File: src/rtl/puf_ksum_pkg.sv
package puf_ksum_pkg;
  typedef enum logic [1:0] {
    ST_IDLE   = 2'd0,
    ST_EXPAND = 2'd1,
    ST_RUN    = 2'd2,
    ST_FIN    = 2'd3
  } eval_state_t;
endpackage

File: src/rtl/puf_edge_sync.sv
// Two-flop synchronizer plus one history flop per oscillator; emits a
// single-cycle pulse on each synchronized rising edge.
module puf_edge_sync #(
  parameter int N = 8
) (
  input  logic         clk,
  input  logic         rst_n,
  input  logic [N-1:0] async_i,
  output logic [N-1:0] rise_o
);
  for (genvar g = 0; g < N; g++) begin : g_bit
    logic [2:0] sh_q;
    always_ff @(posedge clk or negedge rst_n) begin
      if (!rst_n) sh_q <= '0;
      else        sh_q <= {sh_q[1:0], async_i[g]};
    end
    assign rise_o[g] = sh_q[1] & ~sh_q[2];

    // A rising edge needs a low sample before it: no back-to-back pulses
    p_rise_gap_r5: assert property (@(posedge clk) disable iff (!rst_n)
      rise_o[g] |=> !rise_o[g]);
  end
endmodule

File: src/rtl/puf_chal_gen.sv
// Galois LFSR that is stepped once per cycle of expansion; each output bit
// shifts into the challenge register from the top.
module puf_chal_gen #(
  parameter int               LFSR_W   = 16,
  parameter logic [LFSR_W-1:0] TAPS    = 16'hB400,
  parameter logic [LFSR_W-1:0] RST_SEED = 16'hACE1,
  parameter int               K        = 64
) (
  input  logic              clk,
  input  logic              rst_n,
  input  logic              load_i,
  input  logic [LFSR_W-1:0] seed_i,
  input  logic              step_i,
  output logic [K-1:0]      chal_o
);
  logic [LFSR_W-1:0] state_q;
  logic [LFSR_W-1:0] next_w;
  logic [K-1:0]      chal_q;

  assign next_w = (state_q >> 1) ^ (state_q[0] ? TAPS : '0);

  always_ff @(posedge clk or negedge rst_n) begin
    if (!rst_n) begin
      state_q <= RST_SEED;
      chal_q  <= '0;
    end else if (load_i) begin
      state_q <= (seed_i == '0) ? LFSR_W'(1) : seed_i;
    end else if (step_i) begin
      state_q <= next_w;
      chal_q  <= {state_q[0], chal_q[K-1:1]};
    end
  end

  assign chal_o = chal_q;

  // Register never locks up in the all-zero state
  p_state_nonzero_r2: assert property (@(posedge clk) disable iff (!rst_n)
    state_q != '0);
  // Challenge only moves on a step
  p_chal_step_only_r3: assert property (@(posedge clk) disable iff (!rst_n)
    !step_i |=> $stable(chal_q));
endmodule

File: src/rtl/puf_route_sum.sv
// Routes each pair by its challenge bit and counts the edges landing on
// each side in the current cycle.
module puf_route_sum #(
  parameter int K     = 64,
  parameter int INC_W = 7
) (
  input  logic [2*K-1:0] rise_i,
  input  logic [K-1:0]   chal_i,
  output logic [INC_W-1:0] top_inc_o,
  output logic [INC_W-1:0] bot_inc_o
);
  always_comb begin
    top_inc_o = '0;
    bot_inc_o = '0;
    for (int i = 0; i < K; i++) begin
      if (chal_i[i]) begin
        top_inc_o = top_inc_o + INC_W'(rise_i[2*i+1]);
        bot_inc_o = bot_inc_o + INC_W'(rise_i[2*i]);
      end else begin
        top_inc_o = top_inc_o + INC_W'(rise_i[2*i]);
        bot_inc_o = bot_inc_o + INC_W'(rise_i[2*i+1]);
      end
    end
  end
endmodule

File: src/rtl/puf_sat_acc.sv
// Saturating edge accumulator with synchronous clear.
module puf_sat_acc #(
  parameter int CNT_W = 16,
  parameter int INC_W = 7
) (
  input  logic             clk,
  input  logic             rst_n,
  input  logic             clr_i,
  input  logic             en_i,
  input  logic [INC_W-1:0] inc_i,
  output logic [CNT_W-1:0] cnt_o
);
  localparam logic [CNT_W:0] MAXV = {1'b0, {CNT_W{1'b1}}};

  logic [CNT_W-1:0] cnt_q;
  logic [CNT_W:0]   sum_w;

  assign sum_w = {1'b0, cnt_q} + (CNT_W+1)'(inc_i);

  always_ff @(posedge clk or negedge rst_n) begin
    if (!rst_n)      cnt_q <= '0;
    else if (clr_i)  cnt_q <= '0;
    else if (en_i)   cnt_q <= (sum_w > MAXV) ? MAXV[CNT_W-1:0] : sum_w[CNT_W-1:0];
  end

  assign cnt_o = cnt_q;

  // Never wraps: without a clear the count does not decrease
  p_no_wrap_r6: assert property (@(posedge clk) disable iff (!rst_n)
    !clr_i |=> cnt_o >= $past(cnt_o));
endmodule

File: src/rtl/puf_ksum_core.sv
module puf_ksum_core
  import puf_ksum_pkg::*;
#(
  parameter int               NUM_PAIRS = 64,
  parameter int               CNT_W     = 16,
  parameter int               WIN_W     = 16,
  parameter int               LFSR_W    = 16,
  parameter logic [LFSR_W-1:0] LFSR_TAPS = 16'hB400,
  parameter logic [LFSR_W-1:0] RST_SEED  = 16'hACE1
) (
  input  logic                   clk,
  input  logic                   rst_n,
  input  logic                   start_i,
  input  logic [WIN_W-1:0]       window_i,
  input  logic                   seed_load_i,
  input  logic [LFSR_W-1:0]      seed_i,
  input  logic [2*NUM_PAIRS-1:0] osc_i,
  output logic                   osc_en_o,
  output logic                   busy_o,
  output logic                   done_o,
  output logic [CNT_W:0]         soft_o,
  output logic                   hard_o
);
  localparam int NUM_OSC = 2 * NUM_PAIRS;
  localparam int INC_W   = $clog2(NUM_PAIRS + 1);
  localparam int EXP_W   = $clog2(NUM_PAIRS + 1);
  localparam int SOFT_W  = CNT_W + 1;

  eval_state_t       state_q;
  logic [EXP_W-1:0]  exp_q;
  logic [WIN_W-1:0]  rem_q;
  logic [SOFT_W-1:0] soft_q;
  logic              hard_q;
  logic              done_q;

  logic [NUM_OSC-1:0]   rise_w;
  logic [NUM_PAIRS-1:0] chal_w;
  logic [INC_W-1:0]     top_inc_w, bot_inc_w;
  logic [CNT_W-1:0]     top_cnt_w, bot_cnt_w;
  logic signed [SOFT_W-1:0] diff_w;
  logic                 clr_w, count_w, step_w, load_w;

  assign clr_w   = (state_q == ST_IDLE) && start_i;
  assign count_w = (state_q == ST_RUN) && (rem_q != '0);
  assign step_w  = (state_q == ST_EXPAND);
  assign load_w  = (state_q == ST_IDLE) && seed_load_i;

  puf_edge_sync #(.N(NUM_OSC)) u_sync (
    .clk(clk), .rst_n(rst_n), .async_i(osc_i), .rise_o(rise_w)
  );

  puf_chal_gen #(
    .LFSR_W(LFSR_W), .TAPS(LFSR_TAPS), .RST_SEED(RST_SEED), .K(NUM_PAIRS)
  ) u_chal (
    .clk(clk), .rst_n(rst_n), .load_i(load_w), .seed_i(seed_i),
    .step_i(step_w), .chal_o(chal_w)
  );

  puf_route_sum #(.K(NUM_PAIRS), .INC_W(INC_W)) u_route (
    .rise_i(rise_w), .chal_i(chal_w),
    .top_inc_o(top_inc_w), .bot_inc_o(bot_inc_w)
  );

  puf_sat_acc #(.CNT_W(CNT_W), .INC_W(INC_W)) u_top_acc (
    .clk(clk), .rst_n(rst_n), .clr_i(clr_w), .en_i(count_w),
    .inc_i(top_inc_w), .cnt_o(top_cnt_w)
  );

  puf_sat_acc #(.CNT_W(CNT_W), .INC_W(INC_W)) u_bot_acc (
    .clk(clk), .rst_n(rst_n), .clr_i(clr_w), .en_i(count_w),
    .inc_i(bot_inc_w), .cnt_o(bot_cnt_w)
  );

  assign diff_w = $signed({1'b0, top_cnt_w}) - $signed({1'b0, bot_cnt_w});

  always_ff @(posedge clk or negedge rst_n) begin
    if (!rst_n) begin
      state_q <= ST_IDLE;
      exp_q   <= '0;
      rem_q   <= '0;
      soft_q  <= '0;
      hard_q  <= 1'b0;
      done_q  <= 1'b0;
    end else begin
      done_q <= 1'b0;
      unique case (state_q)
        ST_IDLE: if (start_i) begin
          state_q <= ST_EXPAND;
          exp_q   <= '0;
          rem_q   <= window_i;
        end
        ST_EXPAND: begin
          exp_q <= exp_q + EXP_W'(1);
          if (exp_q == EXP_W'(NUM_PAIRS - 1)) state_q <= ST_RUN;
        end
        ST_RUN: begin
          if (rem_q != '0) rem_q <= rem_q - WIN_W'(1);
          else             state_q <= ST_FIN;
        end
        ST_FIN: begin
          soft_q  <= diff_w;
          hard_q  <= (diff_w > 0);
          done_q  <= 1'b1;
          state_q <= ST_IDLE;
        end
        default: state_q <= ST_IDLE;
      endcase
    end
  end

  assign osc_en_o = count_w;
  assign busy_o   = (state_q != ST_IDLE);
  assign done_o   = done_q;
  assign soft_o   = soft_q;
  assign hard_o   = hard_q;

  p_done_pulse_r8: assert property (@(posedge clk) disable iff (!rst_n)
    done_o |=> !done_o);
  p_done_idle_r8: assert property (@(posedge clk) disable iff (!rst_n)
    done_o |-> !busy_o);
  p_result_hold_r8: assert property (@(posedge clk) disable iff (!rst_n)
    (state_q != ST_FIN) |=> ($stable(soft_o) && $stable(hard_o)));
  p_gate_busy_r5: assert property (@(posedge clk) disable iff (!rst_n)
    osc_en_o |-> busy_o);
  p_route_stable_r4: assert property (@(posedge clk) disable iff (!rst_n)
    osc_en_o |=> $stable(chal_w));
  p_no_restart_r9: assert property (@(posedge clk) disable iff (!rst_n)
    (state_q == ST_RUN) && start_i |=> (state_q != ST_EXPAND));
endmodule

File: config.mk
export PLATFORM = sky130hd
export DESIGN_NAME = puf_ksum_core
export DESIGN_NICKNAME = d
export VERILOG_FILES = /design/src/rtl/puf_ksum_pkg.sv /design/src/rtl/puf_edge_sync.sv /design/src/rtl/puf_chal_gen.sv /design/src/rtl/puf_route_sum.sv /design/src/rtl/puf_sat_acc.sv /design/src/rtl/puf_ksum_core.sv
export SDC_FILE = /design/constraint.sdc
export NUM_CORES = 1
export LEC_CHECK = 0
export ABC_AREA = 0
export BUFFER_PORTS_ARGS = -buffer_cell sky130_fd_sc_hd__buf_2
export CAP_MARGIN = 10
export CORE_AREA = 3 3 317 319
export DETAILED_ROUTE_END_ITERATION = 10
export DIE_AREA = 0 0 320 322
export PLACE_DENSITY_LB_ADDON = 0.25
export SLEW_MARGIN = 5
export SYNTH_ARGS = -nofsm -noshare
export SYNTH_HDL_FRONTEND = slang
export SYNTH_HIERARCHICAL = 1
export SYNTH_SLANG_ARGS = --single-unit
export TNS_END_PERCENT = 100
File: constraint.sdc
create_clock -name clk -period 32.3 [get_ports clk]
set_input_delay 1.615 -clock clk [delete_from_list [all_inputs] [get_ports clk]]
set_output_delay 1.615 -clock clk [all_outputs]
set_load 0.01 [all_outputs]
==> flow_metrics.tcl <==
set metrics [dict create \
    status "completed" \
    fin_crit_ps 24740 \
    area_growth_pct 11.3 \
    synth_seq_cells 540 \
    grt_start_max_net_pins 183 \
    ant_nets 0 \
    num-nets-final 4338 \
    cts_tree "built" \
    worst_pin_slew_ps 1090 \
    synth_cells 3705 \
    path_clk_slew_ps 60 \
    wl_per_cell_um 15.8 \
    rr_startpoint "u_sync/g_bit[2].sh_q[1]$_DFF_PN0_" \
    start_util_pct 39.8 \
    synth_nets 4161 \
    cts_sinks 540 \
    rsz0062_at_grt "no" \
    nFillCells 9296 \
    dp_hpwl_um 62600 \
    final-setup-viol-count 0 \
    grt_pass1_wl_um 136000 \
    setup.worst_path.start_class "flip-flop" \
    relSlewSlack_pct 27.5 \
    post-cts-setup-buffer-count 0 \
    antenna_found_initial 0 \
    drive_gt1_share_pct 20.0 \
    cts_hold_buf 0 \
    clk_latency_ps 670 \
    post-route-drc-count 0 \
    drt-pass1-iter-count 7 \
    slew_viol_final 0 \
    maxUsedRoutingLayer "met4" \
    synth_area_um2 39100 \
    synth_warnings 6 \
    hold_viol 0 \
    vias 26700 \
    die_h_um 322 \
    tns_ps 0 \
    cts_made_buffers 61 \
    worstReg2RegEnd "u_bot_acc/cnt_o[11]$_DFFE_PN0P_" \
    required_ps 32810 \
    yosysSeqAreaShare_pct 34.6 \
    gp_congestion 0.845 \
    ff2ff_setup_slack_ps 7560 \
    hold_path_depth 0 \
    cts-resized-gates 0 \
    io_buffers 184 \
    die_w_um 320 \
    synth_edf_count 0 \
    postRouteWirelength_um 82400 \
    path_class "reg -> reg" \
    cp_slowest_stage_delay_ps 480 \
    clockRootBuffer "clkbuf_16" \
    met1_length_um 38900 \
    grt_use_total_pct 15.9 \
    cp_slowest_cell "fa_1" \
    ys_types 120 \
    rows 115 \
    seq_area_um2 13500 \
    path_max_fanout 5 \
    io_pins 185 \
    cts_buffer_depth 3 \
    min-delay-start "u_sync/g_bit[97].sh_q[0]$_DFF_PN0_" \
    critical_path_arrival_ps 25260 \
    core_um2 98100 \
    grt.overflow.total 0 \
    ys.flop_type "dfrtp_1" \
    viasPerCell 5.11 \
    multiInputGateArea_um2 24800 \
    wl_met3_um 2740 \
    whs_endpoint "u_sync/g_bit[97].sh_q[1]$_DFF_PN0_" \
    synth.avg_cell_area_um2 10.6 \
    n_antenna_cell 0 \
    cap_violations 0 \
    worstHoldPathType "reg -> reg" \
    h-tree-depth 2 \
    finalClockSkew_ps 37.4 \
    die_area_um2 103000 \
    async_flop_share_pct 100 \
    fmax_mhz 40.4 \
    end_kind "flip-flop" \
    initialDrtViolationCount 1316 \
    period_share_pct 76.6 \
    wl_met2_um 38800 \
    grt_pass1_vias 26100 \
    ff2ff_path_depth 80 \
    path_common_cell "ha_1" \
]
per-layer routing:
metal  vias up  GRT usage (%)
li1      13500              -
met1     12600           21.6
met2       385           26.7
met3       102           2.11
met4         0           4.65
met5         -              0
critical path: cells and delay by family, from the launching register on:
family / cells / cell delay (ps)
AND/OR/NAND/NOR: 6 / 1070
adder cells (fa/ha/maj): 59 / 19990
XOR/XNOR: 10 / 2220
AO/OA/AOI/OAI: 4 / 660
multiplexers: 1 / 300
flip-flops: 1 / 380
layout make-up:
type / count / share of cell area [%]
inverter: 90 / 0.776
sequential: 540 / 31.1
clock inverter: 36 / 1.14
timing repair buffer: 199 / 2.43
tap: 1287 / 3.70
multi-input combinational: 2990 / 57.1
clock buffer: 79 / 3.82
through the flow:
stage	cell area, µm²	std cells	hold WS, ps	util, %	setup slack [ps]
6_report	43500	5221	340	44.3	7560
5_1_grt	43500	5221	347	44.3	6250
4_1_cts	43500	5221	332	44.3	7480
3_5_place_dp	41300	5106	335	42.1	7520
3_3_place_gp	41300	5106	333	42.1	7830
2_1_floorplan	39100	3705	331	-	8810
cell usage after synthesis (all sizes together), types with 72 or more instances:
cell / n / area share (%)
inv: 90 / 0.86
nor2b: 153 / 4.9
a21oi: 205 / 2.7
xor2: 147 / 3.6
nor3: 72 / 0.95
nand3: 120 / 1.6
ha: 286 / 9.2
nand2: 320 / 3.1
nor2: 233 / 2.3
mux2: 215 / 6.8
o21ai: 179 / 2.3
xnor2: 325 / 8.4
dfrtp: 532 / 34
state kept, by name (all words and copies together) (netlist names):
register,flops
u_bot_acc/cnt_o,16
rem_q,16
u_chal/chal_o,64
u_sync/g_bit.sh_q,384
exp_q,7
done_o,1
state_q,2
soft_o,17
hard_o,1
u_top_acc/cnt_o,16
u_chal/state_q,16
cell usage in the layout, fill, tap and decap left out, drive strengths merged, types with 18 or more instances in the layout:
cell type	synthesis	layout
and2	42	42
a31oi	38	38
and3	35	35
xor3	21	21
ha	286	286
mux2	215	215
nand2b	39	39
xnor3	49	49
a311oi	21	21
nor3b	18	18
nor2b	153	153
nand2	320	320
o22ai	28	28
xor2	147	147
or3	27	27
nand4	21	21
a21oi	205	205
inv	90	96
o211ai	26	26
nor2	233	233
or2	18	18
o21a	19	19
xnor2	325	325
clkbuf	59	79
nor3	72	72
o21ai	179	179
nand3	120	120
mux2i	65	65
a211oi	29	29
dfrtp	532	532
buf	26	199
worst max path at each step:
stage,endpoint,startpoint
3_5_place_dp,u_bot_acc/cnt_o[11]$_DFFE_PN0P_,u_sync/g_bit[2].sh_q[1]$_DFF_PN0_
2_1_floorplan,u_bot_acc/cnt_o[11]$_DFFE_PN0P_,u_sync/g_bit[2].sh_q[1]$_DFF_PN0_
4_1_cts,u_bot_acc/cnt_o[11]$_DFFE_PN0P_,u_sync/g_bit[2].sh_q[1]$_DFF_PN0_
5_1_grt,u_bot_acc/cnt_o[7]$_DFFE_PN0P_,u_sync/g_bit[3].sh_q[1]$_DFF_PN0_
3_3_place_gp,u_bot_acc/cnt_o[11]$_DFFE_PN0P_,u_sync/g_bit[2].sh_q[1]$_DFF_PN0_
6_report,u_bot_acc/cnt_o[11]$_DFFE_PN0P_,u_sync/g_bit[2].sh_q[1]$_DFF_PN0_
logic make-up after synthesis:
group	synth area share, %
buf+inv	1.92
fa+ha+maj	9.87
flops	34.6
simple gates	17.4
mux	8.44
xor+xnor	16.2
compound gates	11.6
Power is not shown: default switching activity piles up to over one toggle a cycle in this logic, so the estimate is an artifact.
